### src/rtl/rst_wdog_pkg.sv
package rst_wdog_pkg;

    typedef enum logic [1:0] {
        SUP_HOLD  = 2'd0,
        SUP_DELAY = 2'd1,
        SUP_RUN   = 2'd2,
        SUP_WDRST = 2'd3
    } sup_state_e;

    typedef struct packed {
        logic at_top;    // charge step reaches upper limit this cycle
        logic expired;   // discharging, at zero, no kick
        logic charging;  // current phase
    } ramp_flags_t;

    function automatic logic ramp_active(input sup_state_e s);
        return (s == SUP_RUN) || (s == SUP_WDRST);
    endfunction

endpackage

### src/rtl/rwd_kick_sync.sv
module rwd_kick_sync #(
    parameter int STAGES = 2
) (
    input  logic clk,
    input  logic rst,
    input  logic kick_raw,
    output logic kick_rise
);
    logic [STAGES:0] pipe_q;

    always_ff @(posedge clk) begin
        if (rst) pipe_q <= '0;
        else     pipe_q <= {pipe_q[STAGES-1:0], kick_raw};
    end

    assign kick_rise = pipe_q[STAGES-1] & ~pipe_q[STAGES];


    single_kick_chk: assert property (@(posedge clk) disable iff (rst)
        kick_rise |=> !kick_rise);
endmodule

### src/rtl/rwd_delay.sv
module rwd_delay #(
    parameter int DLY_W = 16
) (
    input  logic             clk,
    input  logic             rst,
    input  logic             counting,
    input  logic [DLY_W-1:0] cfg_delay,
    output logic             done
);
    logic [DLY_W-1:0] cnt_q;
    logic [DLY_W:0]   cnt_nxt;

    assign cnt_nxt = {1'b0, cnt_q} + (DLY_W+1)'(1);
    assign done    = counting && (cnt_nxt >= {1'b0, cfg_delay});

    always_ff @(posedge clk) begin
        if (rst || !counting) cnt_q <= '0;
        else if (!done)       cnt_q <= cnt_nxt[DLY_W-1:0];
    end


    restart_zero_chk: assert property (@(posedge clk) disable iff (rst)
        !counting |=> (cnt_q == '0));
endmodule

### src/rtl/rwd_ramp.sv
module rwd_ramp
    import rst_wdog_pkg::*;
#(
    parameter int TMO_W    = 16,
    parameter int CHG_STEP = 10
) (
    input  logic             clk,
    input  logic             rst,
    input  logic             active,
    input  logic             enable,
    input  logic             kick_rise,
    input  logic [TMO_W-1:0] cfg_timeout,
    output ramp_flags_t      flags
);
    localparam logic [TMO_W:0] STEP_EXT = (TMO_W+1)'(CHG_STEP);

    logic [TMO_W-1:0] level_q;
    logic             charging_q;
    logic [TMO_W:0]   rise_sum;
    logic             live;

    assign rise_sum       = {1'b0, level_q} + STEP_EXT;
    assign live           = active && enable;
    assign flags.at_top   = live && charging_q && (rise_sum >= {1'b0, cfg_timeout});
    assign flags.expired  = live && !charging_q && !kick_rise && (level_q == '0);
    assign flags.charging = charging_q;

    always_ff @(posedge clk) begin
        if (rst || !active) begin
            level_q    <= '0;
            charging_q <= 1'b1;
        end else if (!enable) begin
            charging_q <= 1'b1;
        end else if (charging_q) begin
            if (flags.at_top) begin
                level_q    <= cfg_timeout;
                charging_q <= 1'b0;
            end else begin
                level_q    <= rise_sum[TMO_W-1:0];
            end
        end else if (kick_rise || (level_q == '0)) begin
            charging_q <= 1'b1;
        end else begin
            level_q    <= level_q - 1'b1;
        end
    end


    level_cap_chk: assert property (@(posedge clk) disable iff (rst)
        level_q <= cfg_timeout);

    frozen_level_chk: assert property (@(posedge clk) disable iff (rst)
        (active && !enable) |=> $stable(level_q));

    kick_recharge_chk: assert property (@(posedge clk) disable iff (rst)
        (active && enable && !charging_q && kick_rise) |=> (charging_q && $stable(level_q)));
endmodule

### src/rtl/rst_wdog_sup.sv
module rst_wdog_sup
    import rst_wdog_pkg::*;
#(
    parameter int DLY_W       = 16,
    parameter int TMO_W       = 16,
    parameter int CHG_STEP    = 10,
    parameter int SYNC_STAGES = 2
) (
    input  logic             clk,
    input  logic             rst,
    input  logic             supply_ok,
    input  logic             kick,
    input  logic             wd_enable,
    input  logic [DLY_W-1:0] cfg_delay,
    input  logic [TMO_W-1:0] cfg_timeout,
    output logic             reset_n,
    output logic [1:0]       sup_state,
    output logic             wd_charging
);
    sup_state_e  st_q, st_d;
    logic        dly_done;
    logic        kick_rise;
    ramp_flags_t flags;

    rwd_kick_sync #(.STAGES(SYNC_STAGES)) u_sync (
        .clk(clk), .rst(rst), .kick_raw(kick), .kick_rise(kick_rise)
    );

    rwd_delay #(.DLY_W(DLY_W)) u_delay (
        .clk(clk), .rst(rst), .counting(st_q == SUP_DELAY),
        .cfg_delay(cfg_delay), .done(dly_done)
    );

    rwd_ramp #(.TMO_W(TMO_W), .CHG_STEP(CHG_STEP)) u_ramp (
        .clk(clk), .rst(rst), .active(ramp_active(st_q)), .enable(wd_enable),
        .kick_rise(kick_rise), .cfg_timeout(cfg_timeout), .flags(flags)
    );

    always_comb begin
        st_d = st_q;
        if (!supply_ok) begin
            st_d = SUP_HOLD;
        end else begin
            case (st_q)
                SUP_HOLD:  st_d = SUP_DELAY;
                SUP_DELAY: if (dly_done)      st_d = SUP_RUN;
                SUP_RUN:   if (flags.expired) st_d = SUP_WDRST;
                SUP_WDRST: if (flags.at_top)  st_d = SUP_RUN;
                default:   st_d = SUP_HOLD;
            endcase
        end
    end

    always_ff @(posedge clk) begin
        if (rst) begin
            st_q    <= SUP_HOLD;
            reset_n <= 1'b0;
        end else begin
            st_q    <= st_d;
            reset_n <= (st_d == SUP_RUN);
        end
    end

    assign sup_state   = st_q;
    assign wd_charging = flags.charging;


    supply_drop_chk: assert property (@(posedge clk) disable iff (rst)
        !supply_ok |=> (st_q == SUP_HOLD && !reset_n));

    wd_fire_chk: assert property (@(posedge clk) disable iff (rst)
        (st_q == SUP_RUN && supply_ok && flags.expired) |=> (st_q == SUP_WDRST && !reset_n));

    release_src_chk: assert property (@(posedge clk) disable iff (rst)
        $rose(reset_n) |-> ($past(st_q) != SUP_HOLD));

    pulse_end_chk: assert property (@(posedge clk) disable iff (rst)
        (st_q == SUP_WDRST && supply_ok && flags.at_top) |=> (reset_n && !wd_charging));
endmodule

### config.mk
export PLATFORM = sky130hd
export DESIGN_NAME = rst_wdog_sup
export DESIGN_NICKNAME = d
export VERILOG_FILES = /design/src/rtl/rst_wdog_pkg.sv /design/src/rtl/rwd_kick_sync.sv /design/src/rtl/rwd_delay.sv /design/src/rtl/rwd_ramp.sv /design/src/rtl/rst_wdog_sup.sv
export SDC_FILE = /design/constraint.sdc
export NUM_CORES = 1
export LEC_CHECK = 0
export BUFFER_PORTS_ARGS = -buffer_cell sky130_fd_sc_hd__buf_2
export CORE_ASPECT_RATIO = 0.6
export CORE_UTILIZATION = 55
export DETAILED_ROUTE_END_ITERATION = 10
export PLACE_DENSITY_LB_ADDON = 0.12
export SLEW_MARGIN = 20
export SYNTH_ARGS = -nofsm -noshare
export SYNTH_HDL_FRONTEND = slang
export SYNTH_SLANG_ARGS = --single-unit
export TNS_END_PERCENT = 100
### constraint.sdc
create_clock -name clk -period 5.4 [get_ports clk]
set_input_delay 0.81 -clock clk [delete_from_list [all_inputs] [get_ports clk]]
set_output_delay 0.81 -clock clk [all_outputs]
set_load 0.01 [all_outputs]
# [Word level (Yosys, flattened, before mapping)]
# Cells that the tools add are included.
[word_totals] ff_bits=39 in_bits=37 out_inout_bits=4 elab_cells=49
[op_classes] n_addsub=3 magnitude_cmp=2 eq_ne=5 mux=11 n_bitwise=3 n_reduce_logical=19
[ops] cell="16-bit two-way mux" count=3
[ops] cell="17-bit by 16-bit >= comparator with 1-bit output" count=2
[ops] cell="16-bit by 1-bit adder with 17-bit output, second input constant" count=1
[ops] cell="16-bit by 4-bit adder with 17-bit output, second input constant" count=1
[ops] cell="16-bit logical NOT" count=1
[ops] cell="16-bit by 1-bit subtractor with 16-bit output, second input constant" count=1
[ops] cell="2-bit two-way mux" count=4
[ops] cell="2-bit one-hot mux with 4 select lines" count=1
[ops] cell="1-bit logical AND" count=7
[ops] cell="2-bit equality test, second input constant" count=3
[ops] cell="1-bit logical NOT" count=4
[ops] cell="1-bit logical OR" count=4
[ops] cell="1-bit two-way mux" count=3
[ops] cell="2-bit by 1-bit equality test with 1-bit output, second input constant" count=1
[ops] cell="2-bit logical NOT" count=1
[ops] cell="2-bit by 1-bit != test with 1-bit output, second input constant" count=1
[ops] cell="1-bit NOT" count=2
[ops] cell="2-bit AND reduction" count=1
[ops] cell="2-bit OR reduction" count=1
[ops] cell="1-bit AND" count=1

# [Longest topological paths before layout]
[logic_depth] depth_word=10 ltp_mapped=17 mapped_depth_nobuf=15

# [Modules after synthesis]
# From an unflattened synthesis, not the netlist that was laid out.
[unflattened] cells_unflattened=469 area_unflattened_um2=3694.8
[by_module_without_submodules] mod="rwd_ramp" instances=1 cells_each=271 area_each_um2=2019.4 seq_area_each_um2=340.3
[by_module_without_submodules] mod="rwd_delay" instances=1 cells_each=177 area_each_um2=1437.6 seq_area_each_um2=320.3
[by_module_without_submodules] mod="rst_wdog_sup" instances=1 cells_each=14 area_each_um2=150.1 seq_area_each_um2=60.1
[by_module_without_submodules] mod="rwd_kick_sync" instances=1 cells_each=7 area_each_um2=87.6 seq_area_each_um2=60.1

# [Worst setup path after synthesis]
# Ideal clock, no wire load.
[synth_path] path_kind="flip-flop to flip-flop" from="register u_delay.cnt_q[0]" to="register u_delay.cnt_q[13]" setup_time_ns=0.135 arrival_ns=3.173 required_time_ns=5.265 path_slack_ns=2.091 path_stages_with_launch=17 n_path_buf=1 synth_period_minus_slack_ns=3.309 path_cell_list="dfxtp_1 > ha_1 > and3_1 > nand3_1 > nor2b_1 > nand3_1 > or2_2 > xnor2_1 > ha_1 > a21oi_1 > o21ai_0 > a211oi_1 > or2_2 > nand3b_2 > buf_4 > o311ai_0 > o41ai_1"
[synth_via] elab_chain_len=3
[synth_lines] item="from (decl)" line_no="rwd_delay.sv:10" source="logic [DLY_W-1:0] cnt_q;"
[synth_lines] item="from (signal assigned)" line_no="rwd_delay.sv:18" source="else if (!done) cnt_q <= cnt_nxt[DLY_W-1:0];"
[synth_lines] item="16-bit by 1-bit adder with 17-bit output" line_no="rwd_delay.sv:13" source="assign cnt_nxt = {1'b0, cnt_q} + (DLY_W+1)'(1);"
[synth_lines] item="named net u_delay.cnt_nxt[12]" line_no="rwd_delay.sv:11" source="logic [DLY_W:0] cnt_nxt;"
[synth_lines] item="17-bit by 16-bit >= comparator with 1-bit output" line_no="rwd_delay.sv:14" source="assign done = counting && (cnt_nxt >= {1'b0, cfg_delay});"
[synth_lines] item="1-bit logical AND" line_no="rwd_delay.sv:14"
# The timed path passes the listed nets, and every way through them passes these cells.
# A chain may end at the register's enable or synchronous reset.

# [Worst setup path after layout]
[layout_path] from="register u_ramp.level_q[2]" to="register u_ramp.level_q[13]"
[layout_via] elab_chain_len=5 word_cells_on_any_way=11 classes_between="add/sub: 2; order compare: 1; eq/ne: 1; mux: 3; reduce/logical: 4"
[layout_lines] item="from (decl)" line_no="rwd_ramp.sv:17" source="logic [TMO_W-1:0] level_q;"
[layout_lines] item="from (signal assigned)" line_no="rwd_ramp.sv:36" source="level_q <= cfg_timeout;"
[layout_lines] item="from (signal assigned)" line_no="rwd_ramp.sv:39" source="level_q <= rise_sum[TMO_W-1:0];"
[layout_lines] item="from (signal assigned)" line_no="rwd_ramp.sv:44" source="level_q <= level_q - 1'b1;"
[layout_lines] item="16-bit by 4-bit adder with 17-bit output" line_no="rwd_ramp.sv:22" source="assign rise_sum = {1'b0, level_q} + STEP_EXT;"
[layout_lines] item="17-bit by 16-bit >= comparator with 1-bit output" line_no="rwd_ramp.sv:24" source="assign flags.at_top = live && charging_q && (rise_sum >= {1'b0, cfg_timeout});"
[layout_lines] item="1-bit logical AND" line_no="rwd_ramp.sv:24"
[layout_lines] item="16-bit two-way mux" line_no="rwd_ramp.sv:35" source="if (flags.at_top) begin"
[layout_lines] item="16-bit two-way mux" line_no="rwd_ramp.sv:34" source="end else if (charging_q) begin"
# Several ways; a longest one is shown, not always the timed one. The select of a mux whose other input is x is not followed.

==> metrics <==
Routed WL per cell=16.4 um; fin nets=553; Final Hold Fails=0; crit-path cells=ha_1 > o21ai_0 > nor2_1 > nand4_1 > xnor2_1 > ha_1 > a211oi_1 > o21ai_0 > a221o_1 > o211a_1 > nand2b_1 > a2111oi_0 > a211oi_1; Logic pwr share=0.088; area delta synth->final=9.76%; CTS tree=yes; Peak VDD IR=0.103 mV; Warnings, synthesis=0; DR iter-0 viols=341; clk_skew=0.00564 ns; Die ar.=0.00663 mm^2; Crit path max-delay family=compound AO/OA/AOI/OAI gates; Post-synth EDFFs=0; Post-Route WL=9210 um; hold crit path type=flip-flop to flip-flop; syn nets=525; Synth cell types=68; DP HPWL=6790 um; antenna viol nets, final=0; register area share after synthesis=0.226; # diodes=0; first-pass GRT wire length=15,500 um; fraction of registers with async set/reset=0; Buf+Inv Stages, Crit Path=0; initial antenna violation count=0; largest net degree at the start of global routing=32; status=finished, final reports clean; Worst-path clk slew=0.09 ns; Leak Pwr=0.00164 uW; Mapped Cells=451; post-DR vias/cell=6.27; largest stage delay on the critical path=0.67 ns; root buffer cell=clkbuf_8; clk_lat worst skew=0.29 ns; initial core utilization=0.596; switching portion of total power=0.239; pwr/cell area=160 mW/mm^2; # resized after CTS=0; FF+latch count, synth=39; Synth Area per Inst=7.68 um^2; fin crit share=0.766; worst slew pin tran=1.09 ns; # rows=21; Slew Limit Headroom=0.275; total core area=0.00581 mm^2; Final Max Tran Viols=0; endpoint class of the critical path=flip-flop; total global routing overflow=0; RSZ-0062 raised after global routing=no; max-cap viol count=0; startpoint types=flip-flop; top_reg_cell synth=dfxtp_1; Post-Syn Area=0.00346 mm^2; H-tree level count=2; vias in the first global route=3,162; Die W=104 um; TritonCTS buffer count=5; P_int=464 uW; drt drc=0; Sink Count=39; GP Congestion=0.897; sequential power share=0.476; Die Y=63.5 um; minimum clock period=4.14 ns; Post-CTS Repair Setup Buffers=0; slowest CP cell=a2111oi_0; fill cell count=518; setup TNS=0 ns; pre-CTS setup slack=1.42 ns; maximum fanout along the worst path=17; Critical Path AT=4.29 ns; Final WS setup=1.26 ns; vias after detailed routing=3,512; WP data required=5.56 ns; fmax=242 MHz; drt pass-1 iters=7; final setup violation count=0; GRT Resource Usage Total=0.294; CTS max path bufs=2; I/O pins=41; Psw=146 uW; critical path type=flip-flop to flip-flop; port bufs=40; cts hold-fix bufs=0; layout cell share with drive strength beyond 1=0.127; clock network power share=0.435
[worst paths after layout]
path | from | end | slack (ns) | cells past startpoint
max | u_ramp.level_q[2] | u_ramp.level_q[13] | 1.26 | 13
min | u_sync.pipe_q[0] | u_sync.pipe_q[1] | 0.46 | 1
max reg2reg | u_ramp.level_q[2] | u_ramp.level_q[13] | 1.26 | 13
min reg2reg | u_sync.pipe_q[0] | u_sync.pipe_q[1] | 0.46 | 1
[final cells by class]
cell class / count / area [um^2] / area share
Inverter: 43 / 161 / 0.0425
Sequential cell: 39 / 781 / 0.205
Clock inverter: 2 / 38.8 / 0.0102
Multi-Input combinational cell: 349 / 2430 / 0.639
Clock buffer: 6 / 82.6 / 0.0217
Timing Repair Buffer: 41 / 208 / 0.0547
Tap cell: 80 / 100 / 0.0263
[flip-flops by register name (all words and copies together), names as in the netlist]
| register | cells |
|---|---|
| sup_state | 2 |
| u_sync.pipe_q | 3 |
| reset_n | 1 |
| u_delay.cnt_q | 16 |
| u_ramp.level_q | 16 |
| u_ramp.charging_q | 1 |
[cell usage in the layout (no fill, tap or decap), drive strengths merged, types with 4 or more instances in the layout]
cell type / n
inv: 44
buf: 41
dfxtp: 39
ha: 37
o21ai: 37
nand2: 34
nor2: 26
a21oi: 25
xnor2: 21
nand3: 15
nand4: 13
nor3: 11
or3: 11
nor2b: 9
xor2: 8
nand2b: 7
o211ai: 7
a211oi: 6
clkbuf: 6
nor4: 6
or4: 6
and3: 5
a22oi: 5
a21boi: 5
and4: 4
or2: 4
o311ai: 4
[metal layers]
layer,wire length [um],up-vias,track usage,part of all wire
met2,3350,205,0.392,0.36
met1,4630,1595,0.464,0.50
met3,1150,12,0.0673,0.12
met4,87,0,0.0589,0.0094
li1,-,1700,-,-
met5,0,-,0,0
[power groups by stage]
| stage | registers (uW) | clock network (uW) | logic [uW] |
|---|---|---|---|
| floorplan | 297 | 0 | 27.9 |
| global placement | 297 | 0 | 50.8 |
| detailed placement | 297 | 0 | 51.7 |
| CTS | 290 | 269 | 52.6 |
| global route | 291 | 285 | 61.2 |
| finish | 290 | 265 | 53.9 |
[synth_stat cells, drive strengths merged, types with 6 or more instances]
master,instances,share of area
inv,43,0.047
dfxtp,39,0.23
ha,37,0.13
o21ai,37,0.053
nand2,34,0.037
nor2,26,0.028
a21oi,25,0.036
xnor2,21,0.053
nand3,15,0.023
nand4,13,0.023
clkbuf,12,0.013
nor3,11,0.016
or3,11,0.020
nor2b,9,0.016
buf,8,0.016
xor2,8,0.020
nand2b,7,0.013
o211ai,7,0.015
a211oi,6,0.013
nor4,6,0.013
or4,6,0.014
[kinds of logic after synthesis]
kind of cell | count (synthesis) | share of synthesized area
muxes | 3 | 0.00904
adders and majority gates | 37 | 0.134
buffers and inverters | 63 | 0.0755
and+or+nand+nor | 160 | 0.252
xor gates and xnor gates | 29 | 0.0734
DFF | 39 | 0.226
AOI/OAI and AO/OA | 120 | 0.231
[per-stage QoR]
stage	area, um^2	util	hold WS, ns	total power [uW]	cells
final	3800	0.654	0.459	610	560
after global routing	3800	0.654	0.498	637	560
after CTS	3790	0.653	0.468	611	560
after detailed placement	3670	0.632	0.454	349	552
after global placement	3670	0.632	0.436	348	552
after floorplan	3460	-	0.414	325	451
[worst reg2reg max path: stages (launching register included)]
cell and delay [ns]:
dfxtp_1 0.42, ha_1 0.23, o21ai_0 0.13, nor2_1 0.43, nand4_1 0.20, xnor2_1 0.19
ha_1 0.20, a211oi_1 0.22, o21ai_0 0.13, a221o_1 0.32, o211a_1 0.25, nand2b_1 0.53
a2111oi_0 0.67, a211oi_1 0.08
No activity file was read; power rests on OpenSTA's default activity.
